<file path="src/rtl/tag_switch_pkg.sv">
package tag_switch_pkg;
  typedef enum logic {
    ARB_FIXED  = 1'b0,
    ARB_ROTATE = 1'b1
  } arb_mode_e;
endpackage

</file>
<file path="src/rtl/batch_queue.sv">
// Queue of request batches; the head's pending mask is edited in place.
module batch_queue #(
  parameter int N      = 4,
  parameter int TAG_W  = 4,
  parameter int DATA_W = 8,
  parameter int DEPTH  = 4,
  parameter int IDX_W  = 2
) (
  input  logic                  clk,
  input  logic                  rst_n,
  input  logic                  push,
  input  logic [N-1:0]          push_mask,
  input  logic [N*TAG_W-1:0]    push_tag,
  input  logic [N*DATA_W-1:0]   push_data,
  input  logic                  take,
  input  logic [IDX_W-1:0]      take_idx,
  output logic [N-1:0]          head_mask,
  output logic [N*TAG_W-1:0]    head_tag,
  output logic [N*DATA_W-1:0]   head_data,
  output logic                  full,
  output logic                  empty
);
  localparam int PTR_W = (DEPTH > 1) ? $clog2(DEPTH) : 1;
  localparam int CNT_W = $clog2(DEPTH + 1);

  logic [N-1:0]        mask_q [DEPTH];
  logic [N*TAG_W-1:0]  tag_q  [DEPTH];
  logic [N*DATA_W-1:0] data_q [DEPTH];
  logic [PTR_W-1:0]    wr_q, wr_d, rd_q, rd_d;
  logic [CNT_W-1:0]    cnt_q, cnt_d;
  logic [N-1:0]        rest_mask;
  logic                do_push, retire;

  assign full      = (cnt_q == CNT_W'(DEPTH));
  assign empty     = (cnt_q == '0);
  assign head_mask = empty ? '0 : mask_q[rd_q];
  assign head_tag  = tag_q[rd_q];
  assign head_data = data_q[rd_q];
  assign rest_mask = head_mask & ~(N'(1) << take_idx);
  assign do_push   = push & ~full;
  assign retire    = take & ~empty & (rest_mask == '0);

  always_comb begin
    wr_d  = wr_q;
    rd_d  = rd_q;
    cnt_d = cnt_q;
    if (do_push) wr_d = (wr_q == PTR_W'(DEPTH - 1)) ? '0 : wr_q + 1'b1;
    if (retire)  rd_d = (rd_q == PTR_W'(DEPTH - 1)) ? '0 : rd_q + 1'b1;
    if (do_push && !retire)      cnt_d = cnt_q + 1'b1;
    else if (!do_push && retire) cnt_d = cnt_q - 1'b1;
  end

  always_ff @(posedge clk or negedge rst_n) begin
    if (!rst_n) begin
      wr_q  <= '0;
      rd_q  <= '0;
      cnt_q <= '0;
      for (int e = 0; e < DEPTH; e++) mask_q[e] <= '0;
    end else begin
      wr_q  <= wr_d;
      rd_q  <= rd_d;
      cnt_q <= cnt_d;
      if (take && !empty) mask_q[rd_q] <= rest_mask;
      if (do_push)        mask_q[wr_q] <= push_mask;
    end
  end

  always_ff @(posedge clk) begin
    if (do_push) begin
      tag_q[wr_q]  <= push_tag;
      data_q[wr_q] <= push_data;
    end
  end
endmodule

</file>
<file path="src/rtl/grant_pick.sv">
// Finds the first set mask bit at or after start, wrapping modulo N.
module grant_pick #(
  parameter int N     = 4,
  parameter int IDX_W = 2
) (
  input  logic [N-1:0]     mask,
  input  logic [IDX_W-1:0] start,
  output logic             found,
  output logic [IDX_W-1:0] idx
);
  always_comb begin
    found = 1'b0;
    idx   = '0;
    for (int i = N - 1; i >= 0; i--) begin
      int j;
      j = int'(start) + i;
      if (j >= N) j = j - N;
      if (mask[j]) begin
        found = 1'b1;
        idx   = IDX_W'(j);
      end
    end
  end
endmodule

</file>
<file path="src/rtl/tag_map.sv">
// Direct-indexed table: tag -> source port, with a held flag per tag.
module tag_map #(
  parameter int TAG_W = 4,
  parameter int IDX_W = 2
) (
  input  logic             clk,
  input  logic             rst_n,
  input  logic             set_en,
  input  logic [TAG_W-1:0] set_tag,
  input  logic [IDX_W-1:0] set_port,
  input  logic             clr_en,
  input  logic [TAG_W-1:0] clr_tag,
  input  logic [TAG_W-1:0] look_tag,
  output logic             look_hit,
  output logic [IDX_W-1:0] look_port
);
  localparam int ENTRIES = 1 << TAG_W;

  logic [ENTRIES-1:0] held_q, held_d;
  logic [IDX_W-1:0]   port_q [ENTRIES];

  assign look_hit  = held_q[look_tag];
  assign look_port = port_q[look_tag];

  // a new record on the same tag overrides the removal
  always_comb begin
    held_d = held_q;
    if (clr_en) held_d[clr_tag] = 1'b0;
    if (set_en) held_d[set_tag] = 1'b1;
  end

  always_ff @(posedge clk or negedge rst_n) begin
    if (!rst_n) held_q <= '0;
    else        held_q <= held_d;
  end

  always_ff @(posedge clk) begin
    if (set_en) port_q[set_tag] <= set_port;
  end
endmodule

</file>
<file path="src/rtl/tag_switch.sv">
module tag_switch
  import tag_switch_pkg::*;
#(
  parameter int N_PORTS     = 4,
  parameter int TAG_W       = 4,
  parameter int DATA_W      = 8,
  parameter int BATCH_DEPTH = 4,
  parameter int FWD_LAT     = 2
) (
  input  logic                      clk,
  input  logic                      rst_n,
  input  logic                      rr_mode,
  input  logic [N_PORTS-1:0]        req_valid,
  input  logic [N_PORTS*TAG_W-1:0]  req_tag,
  input  logic [N_PORTS*DATA_W-1:0] req_data,
  output logic                      req_ready,
  output logic                      dn_valid,
  output logic [TAG_W-1:0]          dn_tag,
  output logic [DATA_W-1:0]         dn_data,
  input  logic                      rsp_in_valid,
  input  logic [TAG_W-1:0]          rsp_in_tag,
  input  logic [DATA_W-1:0]         rsp_in_data,
  output logic [N_PORTS-1:0]        rsp_out_valid,
  output logic [TAG_W-1:0]          rsp_out_tag,
  output logic [DATA_W-1:0]         rsp_out_data,
  output logic                      rsp_err
);
  localparam int IDX_W = (N_PORTS > 1) ? $clog2(N_PORTS) : 1;

  arb_mode_e                 mode;
  logic                      bq_full, bq_empty, bq_push;
  logic [N_PORTS-1:0]        head_mask;
  logic [N_PORTS*TAG_W-1:0]  head_tag;
  logic [N_PORTS*DATA_W-1:0] head_data;
  logic [IDX_W-1:0]          cursor_q, cursor_d, start_idx, grant_idx;
  logic                      pick_found, grant_v;
  logic [TAG_W-1:0]          grant_tag;
  logic [DATA_W-1:0]         grant_data;

  assign mode      = rr_mode ? ARB_ROTATE : ARB_FIXED;
  assign req_ready = ~bq_full;
  assign bq_push   = (|req_valid) & ~bq_full;

  batch_queue #(
    .N(N_PORTS), .TAG_W(TAG_W), .DATA_W(DATA_W),
    .DEPTH(BATCH_DEPTH), .IDX_W(IDX_W)
  ) u_queue (
    .clk(clk), .rst_n(rst_n),
    .push(bq_push), .push_mask(req_valid), .push_tag(req_tag), .push_data(req_data),
    .take(grant_v), .take_idx(grant_idx),
    .head_mask(head_mask), .head_tag(head_tag), .head_data(head_data),
    .full(bq_full), .empty(bq_empty)
  );

  assign start_idx = (mode == ARB_ROTATE) ? cursor_q : '0;

  grant_pick #(.N(N_PORTS), .IDX_W(IDX_W)) u_pick (
    .mask(head_mask), .start(start_idx), .found(pick_found), .idx(grant_idx)
  );

  assign grant_v    = pick_found & ~bq_empty;
  assign grant_tag  = head_tag[grant_idx*TAG_W +: TAG_W];
  assign grant_data = head_data[grant_idx*DATA_W +: DATA_W];

  always_comb begin
    cursor_d = cursor_q;
    if (mode == ARB_FIXED) cursor_d = '0;
    else if (grant_v)
      cursor_d = (grant_idx == IDX_W'(N_PORTS - 1)) ? '0 : grant_idx + 1'b1;
  end

  always_ff @(posedge clk or negedge rst_n) begin
    if (!rst_n) cursor_q <= '0;
    else        cursor_q <= cursor_d;
  end

  // fixed-length forward pipeline
  logic [FWD_LAT-1:0] st_v;
  logic [TAG_W-1:0]   st_tag  [FWD_LAT];
  logic [DATA_W-1:0]  st_data [FWD_LAT];

  for (genvar s = 0; s < FWD_LAT; s++) begin : g_stage
    logic              in_v;
    logic [TAG_W-1:0]  in_tag;
    logic [DATA_W-1:0] in_data;
    if (s == 0) begin : g_head
      assign in_v    = grant_v;
      assign in_tag  = grant_tag;
      assign in_data = grant_data;
    end else begin : g_tail
      assign in_v    = st_v[s-1];
      assign in_tag  = st_tag[s-1];
      assign in_data = st_data[s-1];
    end
    always_ff @(posedge clk or negedge rst_n) begin
      if (!rst_n) st_v[s] <= 1'b0;
      else        st_v[s] <= in_v;
    end
    always_ff @(posedge clk) begin
      if (in_v) begin
        st_tag[s]  <= in_tag;
        st_data[s] <= in_data;
      end
    end
  end

  assign dn_valid = st_v[FWD_LAT-1];
  assign dn_tag   = st_tag[FWD_LAT-1];
  assign dn_data  = st_data[FWD_LAT-1];

  // response return path
  logic               map_hit;
  logic [IDX_W-1:0]   map_port;
  logic [N_PORTS-1:0] rov_d;
  logic               err_d;

  tag_map #(.TAG_W(TAG_W), .IDX_W(IDX_W)) u_map (
    .clk(clk), .rst_n(rst_n),
    .set_en(grant_v), .set_tag(grant_tag), .set_port(grant_idx),
    .clr_en(rsp_in_valid & map_hit), .clr_tag(rsp_in_tag),
    .look_tag(rsp_in_tag), .look_hit(map_hit), .look_port(map_port)
  );

  always_comb begin
    rov_d = '0;
    if (rsp_in_valid && map_hit) rov_d = N_PORTS'(1) << map_port;
    err_d = rsp_in_valid & ~map_hit;
  end

  always_ff @(posedge clk or negedge rst_n) begin
    if (!rst_n) begin
      rsp_out_valid <= '0;
      rsp_err       <= 1'b0;
    end else begin
      rsp_out_valid <= rov_d;
      rsp_err       <= err_d;
    end
  end

  always_ff @(posedge clk) begin
    if (rsp_in_valid) begin
      rsp_out_tag  <= rsp_in_tag;
      rsp_out_data <= rsp_in_data;
    end
  end
endmodule

</file>
<file path="config.mk">
export PLATFORM = sky130hd
export DESIGN_NAME = tag_switch
export DESIGN_NICKNAME = d
export VERILOG_FILES = /design/src/rtl/tag_switch_pkg.sv /design/src/rtl/batch_queue.sv /design/src/rtl/grant_pick.sv /design/src/rtl/tag_map.sv /design/src/rtl/tag_switch.sv
export SDC_FILE = /design/constraint.sdc
export NUM_CORES = 1
export LEC_CHECK = 0
export BUFFER_PORTS_ARGS = -buffer_cell sky130_fd_sc_hd__clkbuf_2
export CORE_MARGIN = 1.5
export CORE_UTILIZATION = 54
export CTS_CLUSTER_DIAMETER = 200
export CTS_CLUSTER_SIZE = 20
export DETAILED_ROUTE_END_ITERATION = 8
export GPL_TIMING_DRIVEN = 0
export PLACE_DENSITY = 0.79
export SLEW_MARGIN = 20
export SYNTH_ARGS = -nofsm -noshare
export SYNTH_HDL_FRONTEND = slang
export SYNTH_SLANG_ARGS = --single-unit
</file>
<file path="constraint.sdc">
create_clock -name clk -period 4.9 [get_ports clk]
set_clock_uncertainty 0.1 [all_clocks]
set_input_delay 0.245 -clock clk [delete_from_list [all_inputs] [get_ports clk]]
set_output_delay 0.245 -clock clk [all_outputs]
set_load 0.005 [all_outputs]
</file>
## Word level (Yosys, flattened, before mapping)

Memory sizes are Yosys's and may differ from the RTL's.
Cells that the tools add are included.

| cells by class | value |
|---|---|
| add/subtract/negate cells | 12 |
| reduce and logical (&&, ||, !) cells | 15 |
| equality and inequality tests | 5 |
| bitwise gates (word level) | 17 |
| muxes and demuxes | 60 |
| shift-type cells | 4 |
| $lt $le $gt $ge | 16 |

Operators by type and width:

| kind | count |
|---|---|
| $lt A32 B4 Y1 const B | 4 |
| $mux W32 | 4 |
| $ge A32 B4 Y1 const B | 3 |
| $sub A32 B4 Y32 const B | 3 |
| $mux W16 | 4 |
| $bwmux W16 | 2 |
| $shiftx A32 B6 Y8 | 1 |
| $mux W4 | 6 |
| $mux W1 | 22 |
| $mux W2 | 10 |
| $and A16 B16 Y16 | 1 |
| $demux W4 S2 | 2 |
| $not A16 Y16 | 1 |
| $or A16 B16 Y16 | 1 |
| $shiftx A16 B5 Y4 | 1 |
| $lt A4 B5 Y1 const B | 2 |
| $bmux W1 S2 | 4 |
| $bmux W4 S2 | 1 |
| $demux W1 S4 | 2 |
| $ge A4 B1 Y1 const B | 2 |
| $logic_and A1 B1 Y1 | 8 |
| $shl A1 B2 Y4 const A | 2 |
| $and A1 B1 Y1 | 7 |
| $add A2 B1 Y2 const B | 3 |
| other kinds (22) | 33 |

| storage, ports and cells | value |
|---|---|
| output and inout port bits | 31 |
| register bits after elaboration | 60 |
| word-level logic and storage cells | 149 |
| RAM bits | 248 |
| memories kept | 5 |

Memory list:

| memory | depth | bits a word | rd ports | clocked after Yosys merged registers in | wr ports | line | RTL |
|---|---|---|---|---|---|---|---|
| u_queue.data_q | 4 | 32 | 1 | 0 | 1 | batch_queue.sv:28 | `logic [N*DATA_W-1:0] data_q [DEPTH];` |
| u_queue.tag_q | 4 | 16 | 1 | 0 | 1 | batch_queue.sv:27 | `logic [N*TAG_W-1:0] tag_q [DEPTH];` |
| u_map.port_q | 16 | 2 | 1 | 0 | 1 | tag_map.sv:20 | `logic [IDX_W-1:0] port_q [ENTRIES];` |
| st_data | 2 | 8 | 2 | 0 | 2 | tag_switch.sv:80 | `logic [DATA_W-1:0] st_data [FWD_LAT];` |
| st_tag | 2 | 4 | 2 | 0 | 2 | tag_switch.sv:79 | `logic [TAG_W-1:0] st_tag [FWD_LAT];` |

## Longest topological paths before layout

Gate-level depths: netlist of the first run.

| depth | value |
|---|---|
| word-level depth | 20 |
| mapped depth | 20 |
| gate-level depth less buffers | 15 |

## Cells and area by module

A second synthesis of the first run with hierarchy kept.

| unflattened totals | value |
|---|---|
| cells, all modules | 623 |
| area, all modules | 12249.2 um2 |

By module, submodules not included:

| module | times used | area each (um2) | cells an instance |
|---|---|---|---|
| batch_queue | 1 | 8329.2 | 388 |
| tag_map | 1 | 2117.0 | 144 |
| tag_switch | 1 | 1725.4 | 78 |
| grant_pick | 1 | 77.6 | 13 |

## Worst setup path after synthesis of the first run

No wires, ideal clock.

| timing path | value |
|---|---|
| path type | register -> register |
| start point | reg u_queue.rd_q[1] |
| end point | reg u_queue.cnt_q[1] |
| slack | 0.618 ns |
| setup time | 0.125 ns |
| arrival | 4.057 ns |
| stages on the path, launching flop included | 18 |
| clock period less this slack | 4.282 ns |
| path through | dfrtp_1 > buf_6 > buf_6 > mux2_4 > o22a_1 > a21o_1 > mux2_2 > o21ai_4 > buf_2 > buf_2 > buf_2 > ha_1 > nor2_1 > or3_4 > ha_1 > inv_1 > fa_1 > mux2_2 |

| between the ends | value |
|---|---|
| longest elaborated chain between the ends | 20 |

Ends and longest elaborated chain:

| element | line | RTL |
|---|---|---|
| start, declared | batch_queue.sv:29 | `logic [PTR_W-1:0] wr_q, wr_d, rd_q, rd_d;` |
| start signal, assigned | batch_queue.sv:61 | `rd_q <= rd_d;` |
| $not A2 Y3 (not written as such) (*) | batch_queue.sv:36 | `assign head_mask = empty ? '0 : mask_q[rd_q];` |
| $bmux W4 S2 (*) | batch_queue.sv:36 |  |
| $mux W4 (not written as such) (*) (2 in a row) | batch_queue.sv:36 |  |
| $mux W4 (*) | batch_queue.sv:36 |  |
| $bmux W1 S2 | grant_pick.sv:18 | `if (mask[j]) begin` |
| $mux W1 (not written as such) (2 in a row) | grant_pick.sv:18 |  |
| $mux W2 (3 in a row) | grant_pick.sv:18 |  |
| $mux W2 (*) | grant_pick.sv:18 |  |
| via grant_idx[0] | tag_switch.sv:35 | `logic [IDX_W-1:0] cursor_q, cursor_d, start_idx, grant_idx;` |
| [1 not listed] | n/a |  |
| $not A4 Y4 (*) | batch_queue.sv:39 | `assign rest_mask = head_mask & ~(N'(1) << take_idx);` |
| $and A4 B4 Y4 (*) | batch_queue.sv:39 |  |
| $logic_not A4 Y1 (*) | batch_queue.sv:41 | `assign retire = take & ~empty & (rest_mask == '0);` |
| $and A1 B1 Y1 (*) | batch_queue.sv:41 |  |
| $logic_not A1 Y1 (*) | batch_queue.sv:49 | `if (do_push && !retire) cnt_d = cnt_q + 1'b1;` |
| $logic_and A1 B1 Y1 (*) | batch_queue.sv:49 |  |
| $mux W3 (*) | batch_queue.sv:49 |  |
| via u_queue.cnt_d[1] | batch_queue.sv:30 | `logic [CNT_W-1:0] cnt_q, cnt_d;` |
| end signal, assigned | batch_queue.sv:62 | `cnt_q <= cnt_d;` |
| end, declared | batch_queue.sv:30 |  |

Mark *: on every way through the listed nets, which the timed path passes. The rest lies on a longest branch. The select of a mux whose other input is x is not followed.
A chain may end at the register's enable or synchronous reset.

## Final worst setup path of the first run

Same ends and word-level chain as after synthesis.

==> results of run 1 <==
flip-flops by register name, indices dropped and copies added (netlist names), 2 cells and up:
| register | flops |
|---|---|
| st_tag | 8 |
| u_map.port_q | 32 |
| u_queue.data_q | 128 |
| u_queue.tag_q | 64 |
| u_map.held_q | 16 |
| rsp_out_valid | 4 |
| u_queue.cnt_q | 3 |
| rsp_out_tag | 4 |
| u_queue.wr_q | 2 |
| cursor_q | 2 |
| u_queue.mask_q | 16 |
| st_data | 16 |
| u_queue.rd_q | 2 |
| rsp_out_data | 8 |
cell usage after synthesis, types with 2 or more instances:
cell type	count
ha_1	10
clkbuf_1	9
mux2_4	3
inv_2	2
inv_1	14
o211ai_1	4
a21o_1	2
o311ai_0	4
buf_2	11
and2_1	11
nor4_1	2
dfrtp_1	48
edfxtp_1	260
a21oi_1	10
nor2_2	3
a31oi_1	9
nor2_1	44
nand3_1	2
a2111oi_0	2
buf_1	2
buf_6	3
buf_4	4
o21a_1	8
nor3b_1	2
o21ai_1	14
mux4_2	65
a221oi_1	4
mux2i_1	15
xor2_1	3
a211oi_1	10
a21oi_4	3
nor3_2	2
o21ai_0	25
mux2_1	2
mux2_2	10
nand2_1	49
and3_1	8
nor3_1	4
a22oi_4	2
nand2b_1	7
or3_1	2
worst max-delay path, delay by kind of cell, from the launching register on:
family	cells	cell delay [ns]
AO/OA/AOI/OAI	3	0.63
adder cells (fa/ha/maj)	3	0.85
buffers and inverters	6	1.17
flip-flops	1	0.40
multiplexers	3	0.91
AND/OR/NAND/NOR	3	0.57
cell type report:
class / instances / area (sq um) / share of cell area, %
Clock buffer: 32 / 524 / 3.53
Timing Repair Buffer: 163 / 1140 / 7.69
Clock inverter: 2 / 25.0 / 0.168
Multi-Input combinational cell: 367 / 3540 / 23.8
Buffer: 27 / 161 / 1.09
Tap cell: 319 / 399 / 2.68
Sequential cell: 308 / 9010 / 60.6
Inverter: 16 / 70.1 / 0.471
layer usage:
| metal | track usage [%] | vias up |
|---|---|---|
| met1 | 27.7 | 3532 |
| met2 | 38.9 | 234 |
| met3 | 3.07 | 37 |
| li1 | - | 3204 |
| met5 | 0 | - |
| met4 | 5.12 | 0 |
cell families (layout without fill, tap and decap cells):
logic type	Yosys count	after routing	share of synthesized area [%]
flops	308	308	70.7
simple gates	145	145	5.48
compound gates	112	112	6.63
mux	95	95	14.1
buf+inv	45	240	1.73
fa+ha+maj	11	11	1.14
xor+xnor	4	4	0.275
worst max-delay path by stage:
stage | from | end | cells after the start
after global routing | u_queue.rd_q[1] | u_queue.cnt_q[1] | 18
final | u_queue.rd_q[1] | u_queue.cnt_q[1] | 18
after detailed placement | u_queue.rd_q[1] | u_queue.cnt_q[1] | 16
after CTS | u_queue.rd_q[1] | u_queue.cnt_q[1] | 16
after floorplan | u_queue.rd_q[1] | u_queue.cnt_q[1] | 17
after global placement | u_queue.rd_q[1] | u_queue.cnt_q[1] | 16
metrics by stage:
step	power, W	setup TNS (ns)	cells	util (%)	instance area (sq um)
global route	0.0121	-0.0483	1234	63.7	14900
finish	0.0114	0	1234	63.7	14900
CTS	0.0114	0	1235	63.6	14800
floorplan	0.00828	0	720	-	12700
global placement	0.00966	-0.110	1137	58.4	13600
detailed placement	0.00981	-0.231	1137	58.5	13600
power by group through the flow:
| stage | Clock, W | Combinational (W) | Sequential [W] |
|---|---|---|---|
| floorplan | 0 | 0.00377 | 0.00451 |
| finish | 0.00155 | 0.00525 | 0.00459 |
| global placement | 0 | 0.00505 | 0.00461 |
| global route | 0.00167 | 0.00575 | 0.00468 |
| CTS | 0.00158 | 0.00526 | 0.00459 |
| detailed placement | 0 | 0.00517 | 0.00464 |
timing repair:
item                                   in CTS  in global routing
gates resized for setup                     1                  8
hold buffers                               65                  0
pin swaps                                   0                  0
setup endpoints to repair                   2                  2
endpoints found under the hold margin     268                  0
gates cloned                                0                  0
==> summary.md, run 1 <==
| Metric | Value |
|---|---|
| Status | `completed` |
| Final ANT Viol Nets | `0` |
| Most common cell after layout, fill and taps aside | `edfxtp_1` |
| Clk network pwr share | `13.6%` |
| GPL Wtd Cong | `~0.85` |
| Root buffer selected by CTS | `clkbuf_16` |
| Slew Limit Fails | `0` |
| Worst r2r src | `u_queue.rd_q[1]` |
| Final hold vios | `0` |
| Clock sinks | `around 300` |
| Avg WL per Cell | `slightly above 20 microns` |
| Crit path largest cell delay | `0.42 ns` |
| Tcrit/Tclk final | `a little over nine tenths` |
| Switching power total | `0.00437 W` |
| Grt ovf | `0` |
| Worst Hold Slack | `0.0579 ns` |
| Max IR drop VDD | `0.435 mV` |
| Crit path launch type | `flop` |
| Die area | `around 25000 sq um` |
| Minimum clock period | `4.77 ns` |
| Setup violators final | `0` |
| Top Layer Used | `met4` |
| Worst Path Required | `5.20 ns` |
| Clock tree buffer depth | `3` |
| Die Height | `between 150 and 200 microns` |
| CP Class | `flop to flop` |
| Yosys warnings | `0` |
| Layout filler cell count | `1613` |
| CP max FO | `26` |
| Worst path slowest cell | `fa_1` |
| Async S/R FF share, synth | `15.6%` |
| Layout cells sized above 1 | `27.0%` |
| Die width | `between 150 and 200 microns` |
| Hold_sp | `rr_mode` |
| Combinational group share of total power | `46.1%` |
| Cell area after synthesis | `12700 sq um` |
| H-tree depth | `1` |
| Netlist cell types | `67` |
| Starting Density | `between 50% and 60%` |
| Largest net degree at the start of global routing | `49` |
| Wl on met1 | `slightly above 10000 microns` |
| Critical path's most frequent cell | `buf_6` |
| Most frequent cells in the layout | `edfxtp_1, clkbuf_2, mux4_2, dlygate4sd3_1, nand2_1` |
| Reg2reg setup slack | `0.13 ns` |
| Number of synthesized flops with an enable pin | `between 200 and 300` |
| Top_reg_cell synth | `edfxtp_1` |
| Crit path DAT | `5.07 ns` |
| Ports | `99` |
| Number of max-cap violations | `0` |
| CTS tree | `yes` |
| LEAKAGE | `5.38 nW` |
| Max Freq | `approximately 0.21 GHz` |
| Sequential area share after synthesis | `between 70% and 80%` |
| Via density | `around 5.7` |
| Pre-Repair DR Iteration Count | `5` |
| Via count | `between 7k and 8k` |
| Normalized max-slew margin | `about half` |
| DR WL met3 | `~1300 microns` |
| Leading area contributor after synthesis | `edfxtp_1` |
| Internal | `roughly 0.007 W` |
| Synth top area cells | `edfxtp_1, mux4_2, dfrtp_1, nand2_1, nor2_1` |
| Hold Path Depth | `4` |
| Number of port buffers | `98` |
| Worst R2R Path Depth | `18` |
| Endpoint type of the worst setup path | `flop` |
| Initial antenna violation count | `0` |
| Switching part of the total | `38.4%` |
| 1st-iter DRT viols | `573` |
| Slew at the pin closest to its max-slew limit | `0.762 ns` |
| Setup slack after placement | `-0.141 ns` |
| Total Routing Usage GR | `around 22%` |
| Clock transition at path regs | `~0.080 ns` |
| Seq cells post-synth | `~310` |
| # DRC | `0` |
| Worst path cell trace | `buf_6 -> buf_6 -> mux2_1 -> o2111ai_1 -> nor4_1 -> a21o_1 -> mux2_2 -> o21ai_4 -> buf_2 -> clkbuf_4 -> buf_6 -> ha_1 -> nor2_1 -> or3_4 -> ha_1 -> inv_1 -> fa_1 -> mux2_2` |
| Cell Rows | `between 50 and 60` |
| CTS Buf Count | `19` |
| Number of global-route vias before repair | `~7.3k` |
| Drt total wl | `25500 microns` |
| HP Class | `input pin to flop` |
| Postcts setup bufs | `0` |
| Mean post-synth cell area | `17.7 sq um` |
| Hold EP | `cursor_q[0]` |
| DPL Wire Length | `16100 microns` |
| Post-synth top area share | `just over 60%` |
| DR WL met2 | `between 10000 and 15000 microns` |
| First-pass GRT wire length | `roughly 40000 microns` |
| Layout Nets | `roughly 1000` |
| Cell area power density | `approximately 770 nW/um^2` |
| Clk Latency, worst-skew pair | `~0.5 ns` |
| Syn nets | `799` |
| Diode count | `0` |
| Area added between synthesis and finish | `16.7%` |
| Final worst setup slack | `between 0.1 and 0.15 ns` |
| Sequential Power Share | `between 40% and 50%` |
| RR Endpoint | `u_queue.cnt_q[1]` |
| Post-Syn Instances | `a little over 700` |
| CORE AREA | `approximately 23000 sq um` |
Note: power is estimated with default switching activity, not from simulation.
==> run 2: changes to the inputs <==
--- a/config.mk
+++ b/config.mk
@@ -5,6 +5,7 @@
 export SDC_FILE = /design/constraint.sdc
 export NUM_CORES = 1
 export LEC_CHECK = 0
+export ABC_AREA = 1
 export BUFFER_PORTS_ARGS = -buffer_cell sky130_fd_sc_hd__clkbuf_2
 export CORE_MARGIN = 1.5
 export CORE_UTILIZATION = 54
==> run 2 against run 1 <==
  * Core utilization increased by 0.31 points
  * Non-clock buffer count grew 21
  * Critical path depth grew 9
  * First-iteration DRC count up 57%
  * Area after synthesis barely moved
  * Die area about the same
  * Wire length increased by 17%
  * Critical path type unchanged
==> summary.md, run 2 <==
| Metric | Value |
|---|---|
| Syn nets | `roughly 1.1k` |
| WP buf/inv | `7` |
| CTS Buf Count | `19` |
| Clock transition at path regs | `0.08 ns` |
| Endpoint type of the worst setup path | `flop` |
| CP Class | `flop to flop` |
| Largest register by flop count | `u_queue.data_q` |
| Synth top area cells | `edfxtp_1, dfrtp_1, nand2_1, o21ai_0, nor2_1` |
| Top_reg_cell synth | `edfxtp_1` |
| Worst path slowest cell | `dfrtp_1` |
| Placed cell count | `1473` |
| DPL Wire Length | `roughly 19000 microns` |
| Non-Filler Instances | `~1.6k` |
| Via density | `~5.6` |
| First-pass GRT wire length | `46200 microns` |
| Tcrit/Tclk final | `~87%` |
| Crit path DAT | `approximately 4.6 ns` |
| Avg WL per Cell | `around 19 microns` |
| Cell Rows | `56` |
| Number of global-route vias before repair | `roughly 8.7k` |
| Netlist cell types | `37` |
| Crit path largest cell delay | `about 0.42 ns` |
| GPL Wtd Cong | `between 0.9 and 1` |
| Area added between synthesis and finish | `17.4%` |
| Status | `completed` |
| Largest net degree at the start of global routing | `53` |
| Mean post-synth cell area | `between 10 and 15 sq um` |
| Pre-Repair DR Iteration Count | `5` |
| Number of max-cap violations | `0` |
| Initial antenna violation count | `0` |
| Setup violators final | `0` |
| Crit path launch type | `flop` |
| Clock sinks | `between 300 and 400` |
| Number of synthesized flops with an enable pin | `260` |
| 1st-iter DRT viols | `900` |
| Slew at the pin closest to its max-slew limit | `0.960 ns` |
| Die Height | `around 160 microns` |
| CTS tree | `yes` |
| Post-Syn Instances | `1052` |
| Critical path's most frequent cell | `nor2_1` |
| Starting Density | `54.6%` |
| RSZ-0062 raised after global routing | `no` |
| Total Routing Usage GR | `between 20 and 25%` |
| Yosys warnings | `0` |
| Placed Area | `13700 sq um` |
| Utilization after layout | `roughly 64%` |
| Grt ovf | `0` |
| Die width | `between 150 and 200 microns` |
| Final cell area excluding filler cells | `14900 sq um` |
| CP max FO | `26` |
| Largest register FFs | `roughly 130` |
| CORE AREA | `between 20000 and 25000 sq um` |
| Most frequent cells in the layout | `edfxtp_1, nand2_1, nor2_1` |
| Final hold vios | `0` |
| H-tree depth | `1` |
| Post-synth top area share | `61.3%` |
| HP Class | `input pin to flop` |
| Final ANT Viol Nets | `0` |
| Number of port buffers | `around 100` |
| Layout cells sized above 1 | `around 15%` |
| Slew Limit Fails | `0` |
| Most common cell after layout, fill and taps aside | `edfxtp_1` |
| Minimum clock period | `4.28 ns` |
| Cell area after synthesis | `between 10000 and 15000 sq um` |
| Clk Latency, worst-skew pair | `around 0.5 ns` |
| Layout Nets | `roughly 1.3k` |
| Die area | `between 20000 and 25000 sq um` |
| Drt total wl | `around 30000 microns` |
| Normalized max-slew margin | `between 30% and 40%` |
| Sequential area share after synthesis | `a little over two thirds` |
| # DRC | `0` |
| Clock tree buffer depth | `3` |
| Async S/R FF share, synth | `between 10% and 20%` |
| Seq cells post-synth | `308` |
| Root buffer selected by CTS | `clkbuf_16` |
| Leading area contributor after synthesis | `edfxtp_1` |
| Cell with the most instances after synthesis | `edfxtp_1` |
| Top Registers | `u_queue.data_q (128), u_queue.tag_q (64), u_map.port_q (32)` |
| Top cell family by delay on the critical path | `simple AND/OR/NAND/NOR gates` |
| Via count | `a little under 9k` |
| Worst Path Required | `about 5.2 ns` |
| Max Freq | `around 0.23 GHz` |
| Layout filler cell count | `1724` |
| Commonest cells post-synth | `edfxtp_1, nand2_1, nor2_1` |
| Ports | `between 90 and 100` |
## run 2: changes by cell type after synthesis, sizes merged, moves of 15 or more
cell    change
nand2     +172
nor2       +69
mux4       -65
inv        +57
o21ai      +53
nand3      +50
a21oi      +33
clkbuf     +25
a22oi      +22
o22ai      +19
o221ai     +16
mux2       -15
mux2i      -15
## run 2: logic make-up (layout without fill, tap and decap cells)
logic type	Yosys count	in the layout	share of synthesized area [%]
and+or+nand+nor	398	398	14.0
DFF	308	308	70.7
AOI/OAI and AO/OA	215	215	10.1
buffers and inverters	118	319	3.82
adders and majority gates	11	11	1.14
xor gates and xnor gates	2	2	0.138
other	0	1	0
## run 2: worst paths after layout
| kind | cells past startpoint | slack [ns] | start | endpoint |
|---|---|---|---|---|
| max | 27 | 0.62 | u_queue.rd_q[0] | u_queue.cnt_q[2] |
| min | 3 | 0.05 | rsp_in_valid | rsp_err |
| max reg2reg | 27 | 0.62 | u_queue.rd_q[0] | u_queue.cnt_q[2] |
| min reg2reg | 0 | 0.33 | st_data[0][3] | st_data[0][11] |
| max in group asynchronous | 2 | 4.00 | rst_n | u_queue.mask_q[2] |
| min in group asynchronous | 2 | 0.24 | rst_n | rsp_out_valid[2] |
## run 2: final cells by class
type | count | area [sq um] | share of cell area (%)
well taps | 319 | 399 | 2.67
plain buffers | 43 | 203 | 1.36
diodes | 1 | 2.50 | 0.0167
repair buffers | 168 | 1250 | 8.36
flip-flops and latches | 308 | 9010 | 60.3
clock inverters | 2 | 25.0 | 0.167
inverters | 75 | 292 | 1.95
multi-input cells | 626 | 3250 | 21.7
clock buffers | 31 | 520 | 3.48
## run 2: worst register-to-register path, cell delays in order, from the launching register on
cell and delay, ns:
dfrtp_1 0.42, buf_6 0.15, inv_4 0.08, buf_6 0.14, nand2_1 0.07, nand3_1 0.08
nand2_2 0.08, nand3_1 0.07, nand2_1 0.07, nor2_1 0.18, nor2_1 0.10, nand3_4 0.16
nand2_4 0.08, buf_6 0.14, buf_2 0.28, ha_1 0.28, nor2_1 0.39, a21oi_1 0.09
nand2_1 0.10, nor2_2 0.06, inv_1 0.08, ha_1 0.15, inv_1 0.07, fa_1 0.39
nor2_1 0.12, nor2_1 0.04, nand2_1 0.07, xor2_1 0.14
## run 2: through the flow
| step | TNS, ns | hold WS [ns] | worst slack [ns] |
|---|---|---|---|
| 5_1_grt | 0 | 0.0929 | 0.274 |
| 2_1_floorplan | 0 | -0.151 | 1.34 |
| 3_3_place_gp | -10.44 | 0.322 | -0.613 |
| 4_1_cts | 0 | 0.0490 | 0.649 |
| 3_5_place_dp | 0 | 0.267 | 0.638 |
| 6_report | 0 | 0.0506 | 0.619 |
## run 2: timing repair
action | in CTS | in global routing
buffers inserted | 0 | 0
hold endpoints to repair | 270 | 0
gates resized for setup | 0 | 0
hold buffers | 66 | 0
## run 2: routing by layer
metal	track usage, %	vias to the layer above	wire [microns]
li1	-	4109	-
met1	32.2	4274	11800
met2	43.4	435	15100
met3	3.46	63	2270
met4	7.98	0	744
met5	0	-	0
Power of run 2 is not shown: default switching activity piles up to over one toggle a cycle in this logic, so the estimate is an artifact.
